[config.mk]
export PLATFORM = sky130hd
export DESIGN_NAME = pwr_req_gate
export DESIGN_NICKNAME = d
export VERILOG_FILES = /design/src/rtl/pwrg_pkg.sv /design/src/rtl/pwrg_save_slot.sv /design/src/rtl/pwrg_we_ctrl.sv /design/src/rtl/pwrg_gate.sv /design/src/rtl/pwr_req_gate.sv
export SDC_FILE = /design/constraint.sdc
export NUM_CORES = 1
export LEC_CHECK = 0
export BUFFER_PORTS_ARGS = -buffer_cell sky130_fd_sc_hd__buf_2
export CAP_MARGIN = 10
export CORE_AREA = 2 2 39 41
export DETAILED_ROUTE_END_ITERATION = 7
export DIE_AREA = 0 0 41 43
export PLACE_DENSITY_LB_ADDON = 0.15
export SLEW_MARGIN = 25
export SYNTH_ARGS = -nofsm -noshare
export SYNTH_HDL_FRONTEND = slang
export SYNTH_SLANG_ARGS = --single-unit
[constraint.sdc]
create_clock -name clk -period 2.77 [get_ports clk]
set_clock_uncertainty 0.05 [all_clocks]
set_input_delay 0 -clock clk [delete_from_list [all_inputs] [get_ports clk]]
set_output_delay 0 -clock clk [all_outputs]
set_load 0.02 [all_outputs]
[src/rtl/pwrg_pkg.sv]
package pwrg_pkg;
  localparam int unsigned CLASS_COUNT = 3;
  localparam int unsigned MODE_COUNT  = 3;

  typedef enum logic [1:0] {
    CLS_NORMAL = 2'd0,
    CLS_CRIT   = 2'd1,
    CLS_MCHK   = 2'd2
  } irq_class_e;

  typedef enum logic [1:0] {
    ACT_ENTER  = 2'd0,
    ACT_RETURN = 2'd1,
    ACT_WRITE  = 2'd2,
    ACT_HOLD   = 2'd3
  } we_action_e;
endpackage

[src/rtl/pwrg_save_slot.sv]
module pwrg_save_slot (
  input  logic clk,
  input  logic rst_n,
  input  logic capture,
  input  logic we_in,
  output logic slot_q
);
  always_ff @(posedge clk) begin
    if (!rst_n)       slot_q <= 1'b0;
    else if (capture) slot_q <= we_in;
  end

  // a capture stores the wait-enable value seen in that cycle
  p_capture_r4: assert property (@(posedge clk) disable iff (!rst_n)
    capture |=> slot_q == $past(we_in));

  // without a capture the slot keeps its value; returns cannot touch it
  p_hold_r8: assert property (@(posedge clk) disable iff (!rst_n)
    !capture |=> $stable(slot_q));
endmodule

[src/rtl/pwrg_we_ctrl.sv]
module pwrg_we_ctrl #(
  parameter int unsigned NCLS = 3
) (
  input  logic            clk,
  input  logic            rst_n,
  input  logic [NCLS-1:0] enter_stb,
  input  logic [NCLS-1:0] ret_stb,
  input  logic [NCLS-1:0] slots,
  input  logic            wr_en,
  input  logic            wr_data,
  output logic            we_q
);
  import pwrg_pkg::*;

  logic       enter_any;
  logic       ret_any;
  logic       ret_val;
  we_action_e action;

  assign enter_any = |enter_stb;
  assign ret_any   = |ret_stb;

  // Highest-numbered class among simultaneous returns supplies the value.
  always_comb begin
    ret_val = 1'b0;
    for (int i = 0; i < int'(NCLS); i++) begin
      if (ret_stb[i]) ret_val = slots[i];
    end
  end

  always_comb begin
    if (enter_any)    action = ACT_ENTER;
    else if (ret_any) action = ACT_RETURN;
    else if (wr_en)   action = ACT_WRITE;
    else              action = ACT_HOLD;
  end

  always_ff @(posedge clk) begin
    if (!rst_n) we_q <= 1'b0;
    else begin
      case (action)
        ACT_ENTER:  we_q <= 1'b0;
        ACT_RETURN: we_q <= ret_val;
        ACT_WRITE:  we_q <= wr_data;
        default:    we_q <= we_q;
      endcase
    end
  end

  // any entry, whatever else happens, clears wait-enable
  p_enter_clears_r4: assert property (@(posedge clk) disable iff (!rst_n)
    enter_any |=> !we_q);

  // a lone write lands on wait-enable
  p_write_loads_r3: assert property (@(posedge clk) disable iff (!rst_n)
    (!enter_any && !ret_any && wr_en) |=> we_q == $past(wr_data));

  // with no strobe at all, wait-enable holds
  p_idle_holds_r9: assert property (@(posedge clk) disable iff (!rst_n)
    (!enter_any && !ret_any && !wr_en) |=> $stable(we_q));
endmodule

[src/rtl/pwrg_gate.sv]
module pwrg_gate #(
  parameter int unsigned NMODE = 3
) (
  input  logic [NMODE-1:0] mode_req,
  input  logic             we,
  output logic [NMODE-1:0] mode_out
);
  for (genvar m = 0; m < int'(NMODE); m++) begin : g_mode
    assign mode_out[m] = mode_req[m] & we;
  end
endmodule

[src/rtl/pwr_req_gate.sv]
module pwr_req_gate #(
  parameter int unsigned NCLS  = pwrg_pkg::CLASS_COUNT,
  parameter int unsigned NMODE = pwrg_pkg::MODE_COUNT
) (
  input  logic             clk,
  input  logic             rst_n,
  input  logic [NCLS-1:0]  enter_stb,
  input  logic [NCLS-1:0]  ret_stb,
  input  logic             we_wr_en,
  input  logic             we_wr_data,
  input  logic [NMODE-1:0] mode_req,
  output logic [NMODE-1:0] mode_out
);
  logic            we_q;
  logic [NCLS-1:0] slots;

  for (genvar c = 0; c < int'(NCLS); c++) begin : g_slot
    pwrg_save_slot u_slot (
      .clk     (clk),
      .rst_n   (rst_n),
      .capture (enter_stb[c]),
      .we_in   (we_q),
      .slot_q  (slots[c])
    );
  end

  pwrg_we_ctrl #(.NCLS(NCLS)) u_ctrl (
    .clk       (clk),
    .rst_n     (rst_n),
    .enter_stb (enter_stb),
    .ret_stb   (ret_stb),
    .slots     (slots),
    .wr_en     (we_wr_en),
    .wr_data   (we_wr_data),
    .we_q      (we_q)
  );

  pwrg_gate #(.NMODE(NMODE)) u_gate (
    .mode_req (mode_req),
    .we       (we_q),
    .mode_out (mode_out)
  );

  // outputs are low in the cycle after any interrupt entry
  p_out_low_r4: assert property (@(posedge clk) disable iff (!rst_n)
    (|enter_stb) |=> mode_out == '0);

  // outputs are low in the first cycle out of reset
  p_reset_low_r2: assert property (@(posedge clk) disable iff (!rst_n)
    $rose(rst_n) |-> mode_out == '0);

  // an output never rises without its request
  p_no_spurious_r1: assert property (@(posedge clk) disable iff (!rst_n)
    (mode_out & ~mode_req) == '0);

  // an entry of class 0 alone leaves class 2's slot untouched
  p_other_slot_r10: assert property (@(posedge clk) disable iff (!rst_n)
    !enter_stb[NCLS-1] |=> $stable(slots[NCLS-1]));
endmodule

======== After elaboration in Yosys (flattened, before gate mapping) ========
Cells that the tools add are included.
storage, ports and cells
  register bits ........................... 4
  input bits .............................. 13
  output and inout bits ................... 3
  word-level logic and storage cells ...... 20
cells by class
  equal/unequal tests ..................... 2
  muxes and demuxes ....................... 7
  bitwise gates (word level) .............. 3
  reductions and logical operators ........ 4
operators by type and width
  kind                  count
  $reduce_or A3 Y1      2
  $mux W1               4
  $mux W2               2
  $and A1 B1 Y1         3
  $pmux W1 S3           1
  $reduce_bool A3 Y1    1
  $eq A2 B1 Y1 const B  1
  $eq A2 B2 Y1 const B  1
  $logic_not A2 Y1      1

======== Depth between registers and ports, before layout ========
Gate-level depths: netlist (run 1).
  word-level depth ........................ 5
  gate-level depth with buffers ........... 7
  gate-level depth less buffers ........... 7

======== Modules after synthesis ========
Synthesis (run 1) repeated with hierarchy kept, for this count alone.
second synthesis, totals
  cells, all modules ...................... 32
  area, all modules ....................... 275.3 um^2
modules (own cells, without submodules)
  module          instances  cells each  area each (um^2)  sequential area each (um^2)
  pwrg_we_ctrl    1          20          147.6             20.0
  pwrg_save_slot  3          3           36.3              20.0
  pwrg_gate       1          3           18.8              0.0

======== Worst setup path after synthesis (run 1) ========
Ideal clock, no wire load.
  path kind ............................... input to register
  start point ............................. in enter_stb[2]
  end point ............................... reg u_ctrl.we_q
  setup time .............................. 0.117 ns
  arrival ................................. 1.435 ns
  data required time ...................... 2.603 ns
  setup slack ............................. 1.168 ns
  stages .................................. 6
  buffers on the path ..................... 0
  cell sequence ........................... or3_1 > or4_4 > ha_1 > nand3b_1 > o21ai_0 > a32o_1
between the ends
  longest elaborated chain between the ends .. 4
  elaborated cells on any way between the ends .. 7
  those cells by class .................... eq/ne (2); mux (2); reduce/logical (3)
RTL lines
  what                                                      line                RTL
  from (decl)                                               pwr_req_gate.sv:7   input logic [NCLS-1:0] enter_stb,
  $reduce_or A3 Y1 (*)                                      pwrg_we_ctrl.sv:20  assign enter_any = |enter_stb;
  $mux W2 (*)                                               pwrg_we_ctrl.sv:32  if (enter_any) action = ACT_ENTER;
  $eq A2 B2 Y1, or another cell as far along                pwrg_we_ctrl.sv:41  case (action)
  $pmux W1 S3 / $reduce_bool A3 Y1 (equally long branches)  n/a
  to (signal assigned)                                      pwrg_we_ctrl.sv:43  ACT_RETURN: we_q <= ret_val;
  to (signal assigned)                                      pwrg_we_ctrl.sv:44  ACT_WRITE: we_q <= wr_data;
  to (signal assigned)                                      pwrg_we_ctrl.sv:45  default: we_q <= we_q;
  to (decl)                                                 pwrg_we_ctrl.sv:11  output logic we_q
Every way passes the cells marked *; elsewhere a longest branch is shown, timed or not.
A chain may end at the register's enable or synchronous reset.

======== Final worst setup path (run 1) ========
Same ends and word-level chain as after synthesis.

==> reports/metrics.cfg, run 1 <==
[detailed_routing]
route.met3.wl_um = 41
wl_um = 627
vias_per_cell = 4.090
drt_iter0_markers = 0
post_drt_wl_per_cell_um = 9.358
vias = 274
dr.pass1.iters = 1
ant_nets = 0
wl_met1_um = 299
highest_layer = met4
drc = 0
route.met2.wl_um = 274

[yosys]
syn_nets = 48
yosysSeqAreaShare = 0.2909
netlist_area_um2 = 275.3
yosysWarnings = 0
ys_types = 16
synth_cells = 32
syn_avg_cell_area_um2 = 8.602
synth-seq-cells = 4

[clock_network]
h-tree-depth = 1
cts_tree = yes
postCtsSetupRepairBufs = 0
insertion_delay_ns = 0.24
numCtsBuffers = 3
cts_buffer_depth = 2
cts.clk_slew.worst_paths_ns = 0.04
root_buffer = clkbuf_4
clkSinkCount = 4

[worst_setup_path]
cp-endpoint = u_ctrl.we_q
crit_required_ns = 2.90
arrival_ns = 1.71
startpoint_type = input pin
path_class = input pin to flop
timing.rr.end = u_ctrl.we_q
crit_buf_inv = 1
critPathSlowestCell = or4_4
path_cells = buf_2 > or3_1 > or4_4 > ha_1 > nand3b_1 > o21ai_0 > a32o_1
reg2regPathDepth = 3
cpPeakStageDelay_ns = 0.44
setup.worst_path.end_class = flop
crit_path_max_fanout = 2
worstSetupPathDepth = 7
critPathTopFamily = simple AND/OR/NAND/NOR gates
reg2reg_from = g_slot[1].u_slot.slot_q
cp-startpoint = enter_stb[2]
rrSetupSlack_ns = 1.85

[floorplanning]
core_um2 = 1384
placementRows = 14
die_x_um = 41
initial_utilization = 0.1989
io_pins = 16
dieArea_um2 = 1763
dieHeight_um = 43

[sta]
slew_viol_final = 0
relSlewSlack = 0.8042
fin_setup_tns_ns = 0
hold_viol_final = 0
rsz0062_at_grt = no
layout_min_cycle_time_ns = 1.583
tightestPinTransition_ns = 0.2937
setup_viol = 0
max_freq_ghz = 0.6317
min_period_over_period = 0.5715

[placed_design]
gp_congestion = 0.6538
post_dp_cell_area_um2 = 370.4
dpl.hpwl_um = 517
port_buffers = 15

[final_layout]
stdcell_area_um2 = 402.9
synthToLayoutAreaGrowth_pct = 46.36
drive_gt1_frac = 0.3922
final_cell_mix = 15 x buf_2, 4 x dfxtp_1
num_antenna_cells = 0
layout_commonest_cell = buf_2
nets = 69

[power]
ir_drop_uv = 108.4
cellLeakagePower_nw = 0.1965
cellPowerDensity_nw_per_um2 = 373.0

[grt]
antenna_found_initial = 0
grt_start_max_net_pins = 8
track_usage = 0.08216
grt_pass1_wl_um = 917
grt_pass1_vias = 253
grt_overflow = 0

[outcome]
status = completed

[min_path]
hold_path.class = input pin to flop

[run]
drv_cap = 0

-- report_power, final --
group / internal, mW / total (mW) / leakage [nW] / switching [mW]
Sequential: 0.0580 / 0.0581 / 0.0322 / 0.0000870
Clock: 0.0485 / 0.0735 / 0.0138 / 0.0249
Combinational: 0.0105 / 0.0187 / 0.150 / 0.00815
-- worst min-delay path by stage --
stage,startpoint,endpoint,slack (ns),depth (start not counted)
after floorplan,rst_n,u_ctrl.we_q,0.08,1
after global placement,rst_n,u_ctrl.we_q,0.24,2
after detailed placement,rst_n,u_ctrl.we_q,0.24,2
after CTS,enter_stb[2],g_slot[2].u_slot.slot_q,0.004,3
after global routing,enter_stb[0],g_slot[0].u_slot.slot_q,0.03,3
final,enter_stb[0],g_slot[0].u_slot.slot_q,0.006,3
-- synth_stat cells --
master / count / area (um2)
nor3_1: 2 / 10.01
nand2b_1: 1 / 6.260
and2_1: 3 / 18.77
or4_4: 1 / 11.26
nand2_1: 3 / 11.26
inv_2: 1 / 3.750
a32o_1: 1 / 10.01
o21ai_0: 2 / 10.01
a21oi_1: 2 / 10.01
ha_1: 3 / 37.54
or3_1: 1 / 6.260
mux2i_1: 3 / 30.03
inv_1: 1 / 3.750
dfxtp_1: 4 / 80.08
nor2b_1: 3 / 18.77
nand3b_1: 1 / 7.510
-- timing repair --
item	CTS	global route
gates resized for setup	0	0
hold buffers	1	0
endpoints found under the hold margin	3	0
endpoints found under the setup margin	0	0
-- cell type report --
class / count / area [um2]
fill: 158 / 980.9
multi-input combinational: 26 / 187.7
timing repair buffer: 16 / 85.08
sequential: 4 / 80.08
clock buffer: 3 / 22.52
tap: 16 / 20.02
inverter: 2 / 7.507
-- cell families (layout without fill, tap and decap cells) --
family,after synthesis,after routing,share of synthesized area
DFF,4,4,0.2909
adders and majority gates,3,3,0.1364
muxes,3,3,0.1091
and+or+nand+nor,15,15,0.3273
buffers and inverters,2,21,0.02725
AOI/OAI and AO/OA,5,5,0.1091
-- flip-flops by register name (all words and copies together), names as in the netlist --
register / flops
g_slot.u_slot.slot_q: 3
u_ctrl.we_q: 1
-- tightest hold or removal path, cell delays in order --
cell     delay [ns]
buf_2          0.09
mux2i_1        0.07
nor2b_1        0.09
-- routing by layer --
layer,up-vias,global-route usage
li1,149,-
met5,-,0
met4,0,0.08000
met2,9,0.1156
met3,2,0.03141
met1,114,0.08626
-- through the flow --
step,power (mW),hold slack (ns),instances,util,setup WS [ns]
after floorplan,0.06461,0.07579,32,-,1.168
after global routing,0.1598,0.02579,67,0.2911,1.122
after CTS,0.1539,0.004395,67,0.2911,1.198
after detailed placement,0.07669,0.2374,63,0.2676,0.9552
final,0.1503,0.006155,67,0.2911,1.187
after global placement,0.07683,0.2368,63,0.2676,0.9671
Power figures use the tool's default switching activity.
==> inputs of run 2 (changes only) <==
==> constraint.sdc (replaced) <==
create_clock -name clk -period 1.4 [get_ports clk]
set_clock_uncertainty 0.05 [all_clocks]
set_input_delay 0 -clock clk [delete_from_list [all_inputs] [get_ports clk]]
set_output_delay 0 -clock clk [all_outputs]
set_load 0.02 [all_outputs]
==> run 2 against run 1 <==
The flow now finishes with violations (negative setup slack). Non-clock buffer count rose by 8. First-iteration DRC count is 2 higher. Sequential share of layout area decreased by 3.8 points. Clock-buffer cell count stayed put. Wire length is 11% higher. Critical path depth stayed put. Die area unchanged. Critical endpoint unchanged.
==> reports/metrics.cfg, run 2 (synthesis results as in run 1) <==
[power]
cellPowerDensity_nw_per_um2 = 634.8  ; was 373.0 nW/um2
cellLeakagePower_nw = 0.2435  ; was 0.1965 nW
power_mw = 0.3169  ; was 0.1503 mW
ir_drop_uv = 250.8  ; was 108.4 uV

[grt]
grtUsageMet3 = 0.03141  ; unchanged
grt_start_max_net_pins = 8  ; unchanged
antenna_found_initial = 0  ; unchanged
grtUsageMet1 = 0.1161  ; was 0.08626
grt_overflow = 0  ; unchanged
grt_pass1_vias = 339  ; was 253
grt_pass1_wl_um = 1248  ; was 917 um
track_usage = 0.1035  ; was 0.08216
met2_usage = 0.1625  ; was 0.1156
busiest_layer = met2  ; unchanged

[detailed_routing]
dr.pass1.iters = 4  ; was 1
vias = 309  ; was 274
drc = 0  ; unchanged
vias_per_cell = 4.120  ; was 4.090
post_drt_wl_per_cell_um = 9.293  ; was 9.358 um
wl_um = 697  ; was 627 um
ant_nets = 0  ; unchanged
drt_iter0_markers = 2  ; was 0

[floorplanning]
initial_utilization = 0.1989  ; unchanged
placementRows = 14  ; unchanged
dieArea_um2 = 1763  ; unchanged
core_um2 = 1384  ; unchanged
io_pins = 16  ; unchanged
die_x_um = 41  ; unchanged
dieHeight_um = 43  ; unchanged

[outcome]
status = complete, but fails checks  ; was completed
violations = negative setup slack

[placed_design]
gp_congestion = 0.5788  ; was 0.6538
dpl.hpwl_um = 567.4  ; was 517 um
port_buffers = 15  ; unchanged
place_ws_ns = -0.3842  ; was 0.9552 ns
post_dp_cell_area_um2 = 435.4  ; was 370.4 um2

[sta]
fin_setup_tns_ns = -0.08933  ; was 0 ns
setup_slack_ns = -0.08933  ; was 1.187 ns
slew_viol_final = 0  ; unchanged
min_period_over_period = 1.064
tightestPinTransition_ns = 0.2085  ; was 0.2937 ns
relSlewSlack = 0.8608  ; was 0.8042
setup_viol = 1  ; was 0
rsz0062_at_grt = yes  ; was no
max_freq_ghz = 0.6714
layout_min_cycle_time_ns = 1.489
hold_viol_final = 0  ; unchanged

[worst_setup_path]
crit_path_max_fanout = 2  ; unchanged
setup.worst_path.end_class = flop  ; unchanged
reg2regPathDepth = 3  ; unchanged
path_cells = buf_6 > or3_4 > or4_4 > ha_4 > nand3b_1 > o21ai_2 > a32o_1  ; was buf_2 > or3_1 > or4_4 > ha_1 > nand3b_1 > o21ai_0 > a32o_1
cpPeakStageDelay_ns = 0.46  ; was 0.44 ns
rrSetupSlack_ns = 0.47  ; was 1.85 ns
crit_required_ns = 1.47  ; was 2.90 ns
startpoint_type = input pin  ; unchanged
timing.rr.end = u_ctrl.we_q  ; unchanged
arrival_ns = 1.56  ; was 1.71 ns
critPathSlowestCell = or4_4  ; unchanged
critPathTopFamily = simple AND/OR/NAND/NOR gates  ; unchanged
crit_buf_inv = 1  ; unchanged
reg2reg_from = g_slot[1].u_slot.slot_q  ; unchanged
path_class = input pin to flop  ; unchanged

[clock_network]
h-tree-depth = 1  ; unchanged
numCtsBuffers = 3  ; unchanged
cts_buffer_depth = 2  ; unchanged
postCtsSetupRepairBufs = 0  ; unchanged
clkSinkCount = 4  ; unchanged
cts_tree = yes  ; unchanged
root_buffer = clkbuf_4  ; unchanged
insertion_delay_ns = 0.23  ; was 0.24 ns
cts.clk_slew.worst_paths_ns = 0.04  ; about the same

[final_layout]
layout_commonest_cell = buf_2  ; unchanged
fillers = 150  ; was 158
stdcell_area_um2 = 499.2  ; was 402.9 um2
multi_input_area_um2 = 209.0  ; was 187.7 um2
largest_register_ffs = 3  ; unchanged
drive_gt1_frac = 0.5085  ; was 0.3922
largestRegisters = g_slot.u_slot.slot_q (3), u_ctrl.we_q (1)  ; unchanged
final_cell_mix = 13 x buf_2, 7 x buf_4, 4 x dfxtp_1  ; was 15 x buf_2, 4 x dfxtp_1
num_antenna_cells = 0  ; unchanged
nets = 77  ; was 69
synthToLayoutAreaGrowth_pct = 81.36  ; was 46.36%
top_register = g_slot.u_slot.slot_q  ; unchanged
final_util = 0.3608  ; was 0.2911
seqCellArea_um2 = 80.08  ; unchanged

[run]
drv_cap = 0  ; unchanged

[min_path]
hold_path.class = input pin to flop  ; unchanged
holdPathEnd = g_slot[2].u_slot.slot_q  ; was g_slot[0].u_slot.slot_q
hold_depth = 4  ; was 3
hold_start = enter_stb[2]  ; was enter_stb[0]

[run 2: area by class of cell]
class	count	share of cell area
sequential	4	0.1604
multi-input combinational	26	0.4185
inverter	2	0.01504
timing repair buffer	24	0.3208
clock buffer	3	0.04511
tap	16	0.04010
[run 2: how the worst max path moves through the flow]
stage | from | to | slack (ns) | depth (start not counted)
2_1_floorplan | enter_stb[2] | u_ctrl.we_q | -0.20 | 6
3_3_place_gp | enter_stb[2] | u_ctrl.we_q | -0.37 | 7
3_5_place_dp | enter_stb[2] | u_ctrl.we_q | -0.38 | 7
4_1_cts | enter_stb[2] | u_ctrl.we_q | -0.09 | 7
5_1_grt | enter_stb[2] | u_ctrl.we_q | -0.11 | 7
6_report | enter_stb[2] | u_ctrl.we_q | -0.09 | 7
[run 2: layer usage]
layer | vias to the layer above | routed length [um]
met5 | - | 0
met4 | 0 | 0
met3 | 0 | 37
met2 | 8 | 350
met1 | 136 | 309
li1 | 165 | -
[run 2: through the flow]
stage,hold WS [ns],std cells
detailed placement,0.2328,70
floorplan,0.07579,32
global placement,0.2385,70
finish,0.08107,75
global route,0.09096,75
CTS,0.07608,75
[run 2: what timing repair did]
item,4_1_cts,5_1_grt
endpoints found under the setup margin,1,1
hold endpoints to repair,2,0
hold buffers,2,0
gates resized for setup,3,2
pin swaps,0,0
[run 2: where the power goes]
part / switching, mW / internal [mW]
Sequential: 0.000162 / 0.115
Combinational: 0.0200 / 0.0397
Clock: 0.0465 / 0.0959
[run 2: worst reg2reg max path: cells and delay by family, from the launching register on]
family	cells	cell delay (ns)
AOI/OAI and AO/OA	3	0.47
DFF	1	0.30
==> inputs of run 3 (changes only) <==
--- a/config.mk
+++ b/config.mk
@@ -8,9 +8,11 @@
 export BUFFER_PORTS_ARGS = -buffer_cell sky130_fd_sc_hd__buf_2
 export CAP_MARGIN = 10
 export CORE_AREA = 2 2 39 41
+export CTS_BUF_LIST = sky130_fd_sc_hd__clkbuf_8
 export DETAILED_ROUTE_END_ITERATION = 7
 export DIE_AREA = 0 0 41 43
 export PLACE_DENSITY_LB_ADDON = 0.15
+export SETUP_SLACK_MARGIN = 0.5
 export SLEW_MARGIN = 25
 export SYNTH_ARGS = -nofsm -noshare
 export SYNTH_HDL_FRONTEND = slang
==> run 3 against run 2 <==
The flow still finishes with violations (negative setup slack). Wire length decreased by 1.7%. Register-to-register slack about the same. Cell count shrank 1.3%. Clock power increased by 71%. Sequential power about the same. Setup slack got worse by 0.018 ns.
==> reports/metrics.cfg, run 3 (synthesis results as in run 1) <==
[floorplanning]
initial_utilization = 0.1989  ; unchanged
core_um2 = 1384  ; unchanged
placementRows = 14  ; unchanged
die_x_um = 41  ; unchanged
io_pins = 16  ; unchanged
dieHeight_um = 43  ; unchanged
dieArea_um2 = 1763  ; unchanged

[worst_setup_path]
cp-startpoint = enter_stb[2]  ; unchanged
path_cells = buf_6 > or3_4 > or4_4 > ha_4 > nand3b_1 > o21ai_2 > a32o_1  ; unchanged
worstSetupPathDepth = 7  ; unchanged
rrSetupSlack_ns = 0.47  ; about the same
path_class = input pin to flop  ; unchanged
critPathSlowestCell = or4_4  ; unchanged
reg2regPathDepth = 3  ; unchanged
cp-endpoint = u_ctrl.we_q  ; unchanged
setup.worst_path.end_class = flop  ; unchanged
crit_required_ns = 1.45  ; was 1.47 ns
arrival_ns = 1.56  ; about the same
reg2reg_from = g_slot[1].u_slot.slot_q  ; unchanged
cpPeakStageDelay_ns = 0.46  ; about the same
crit_buf_inv = 1  ; unchanged
crit_path_max_fanout = 2  ; unchanged
timing.rr.end = u_ctrl.we_q  ; unchanged
startpoint_type = input pin  ; unchanged
critPathTopFamily = simple AND/OR/NAND/NOR gates  ; unchanged

[outcome]
status = complete, but fails checks  ; unchanged
violations = negative setup slack  ; unchanged

[final_layout]
largestRegisters = g_slot.u_slot.slot_q (3), u_ctrl.we_q (1)  ; unchanged
nets = 76  ; was 77
largest_register_ffs = 3  ; unchanged
num_antenna_cells = 0  ; unchanged
layout_commonest_cell = buf_2  ; unchanged
synthToLayoutAreaGrowth_pct = 91.82  ; was 81.36%
drive_gt1_frac = 0.5517  ; was 0.5085
stdcell_area_um2 = 528.0  ; was 499.2 um2
final_cell_mix = 10 x buf_2, 8 x buf_4, 5 x buf_6  ; was 13 x buf_2, 7 x buf_4, 4 x dfxtp_1
final_util = 0.3816  ; was 0.3608
top_register = g_slot.u_slot.slot_q  ; unchanged

[grt]
grtUsageMet1 = 0.1161  ; unchanged
track_usage = 0.1035  ; unchanged
grt_start_max_net_pins = 6  ; was 8
busiest_layer = met2  ; unchanged
met2_usage = 0.1531  ; was 0.1625
grt_pass1_wl_um = 1235  ; was 1248 um
grt_pass1_vias = 338  ; was 339
grtUsageMet3 = 0.04712  ; was 0.03141
antenna_found_initial = 0  ; unchanged
grt_overflow = 0  ; unchanged

[clock_network]
h-tree-depth = 1  ; unchanged
root_buffer = clkbuf_8  ; was clkbuf_4
clkSinkCount = 4  ; unchanged
insertion_delay_ns = 0.22  ; was 0.23 ns
cts.clk_slew.worst_paths_ns = 0.03  ; was 0.04 ns
numCtsBuffers = 3  ; unchanged
cts_hold_buf = 0  ; was 2
cts_tree = yes  ; unchanged
cts_buffer_depth = 2  ; unchanged

[placed_design]
gp_congestion = 0.5788  ; unchanged
post_dp_cell_area_um2 = 435.4  ; unchanged
place_ws_ns = -0.3842  ; unchanged
port_buffers = 15  ; unchanged
dpl.hpwl_um = 567.4  ; unchanged

[detailed_routing]
vias_per_cell = 4.095  ; was 4.120
wl_um = 685  ; was 697 um
ant_nets = 0  ; unchanged
post_drt_wl_per_cell_um = 9.257  ; was 9.293 um
drt_iter0_markers = 1  ; was 2
dr.pass1.iters = 3  ; was 4
vias = 303  ; was 309
drc = 0  ; unchanged

[sta]
relSlewSlack = 0.8812  ; was 0.8608
max_freq_ghz = 0.6634  ; was 0.6714 GHz
layout_min_cycle_time_ns = 1.507  ; was 1.489 ns
setup_viol = 1  ; unchanged
hold_viol_final = 0  ; unchanged
rsz0062_at_grt = yes  ; unchanged
tightestPinTransition_ns = 0.1763  ; was 0.2085 ns
worst_hold_slack_ns = 0.008775  ; was 0.08107 ns
fin_setup_tns_ns = -0.1075  ; was -0.08933 ns
slew_viol_final = 0  ; unchanged
setup_slack_ns = -0.1075  ; was -0.08933 ns
min_period_over_period = 1.077  ; was 1.064

[run]
drv_cap = 0  ; unchanged

[power]
pwr-share-comb = 0.135  ; was 0.188
ir_drop_uv = 327.9  ; was 250.8 uV
cellPowerDensity_nw_per_um2 = 780.3  ; was 634.8 nW/um2
cellLeakagePower_nw = 0.2509  ; was 0.2435 nW
p_sw_frac = 0.1926  ; was 0.2102
p_switching_mw = 0.07935  ; was 0.06663 mW
power.internal_mw = 0.3327  ; was 0.2503 mW
pwr-share-seq = 0.275  ; was 0.363
clkPwrFrac = 0.590  ; was 0.449

[min_path]
hold_path.class = input pin to flop  ; unchanged
hold_start = rst_n  ; was enter_stb[2]
hold_depth = 2  ; was 4

[run 3: cell types whose count changed in the layout (fill, tap and decap cells not counted)]
cell	previous run	this run
dfxtp_1	4	3
buf_2	13	10
buf_6	2	5
dfxtp_4	0	1
dlygate4sd3_1	2	0
clkbuf_8	0	3
clkbuf_4	3	0
buf_4	7	8
[run 3: how the worst min path moves through the flow]
| stage | endpoint |
|---|---|
| 2_1_floorplan | u_ctrl.we_q |
| 5_1_grt | u_ctrl.we_q |
| 6_report | u_ctrl.we_q |
| 4_1_cts | u_ctrl.we_q |
| 3_5_place_dp | u_ctrl.we_q |
| 3_3_place_gp | g_slot[1].u_slot.slot_q |
[run 3: layer usage]
| metal | share of wire | vias up | wire, um |
|---|---|---|---|
| met3 | 0.061 | 2 | 42 |
| li1 | - | 163 | - |
| met2 | 0.47 | 9 | 319 |
| met4 | 0.015 | 0 | 10 |
| met5 | 0 | - | 0 |
| met1 | 0.46 | 129 | 313 |
[run 3: power by group through the flow]
stage	Clock, mW	Sequential, mW	Combinational (mW)
floorplan	0	0.117	0.0126
global placement	0	0.117	0.0515
detailed placement	0	0.117	0.0511
CTS	0.247	0.113	0.0545
global route	0.259	0.113	0.0620
finish	0.243	0.113	0.0556
[run 3: area by class of cell]
cell class / instances / area [um2]
Sequential cell: 4 / 83.83
Timing Repair Buffer: 23 / 166.4
Clock buffer: 3 / 41.29
Multi-Input combinational cell: 26 / 209.0
Fill cell: 145 / 855.8
Tap cell: 16 / 20.02
Inverter: 2 / 7.507
[run 3: what timing repair did]
item | in CTS | in global routing
buffers inserted | 1 | 0
endpoints found under the setup margin | 4 | 4
resized for setup | 6 | 7
[run 3: stage by stage]
| stage | cells | power [mW] |
|---|---|---|
| 2_1_floorplan | 32 | 0.1292 |
| 3_3_place_gp | 70 | 0.1682 |
| 3_5_place_dp | 70 | 0.1678 |
| 4_1_cts | 74 | 0.4145 |
| 5_1_grt | 74 | 0.4343 |
| 6_report | 74 | 0.4120 |
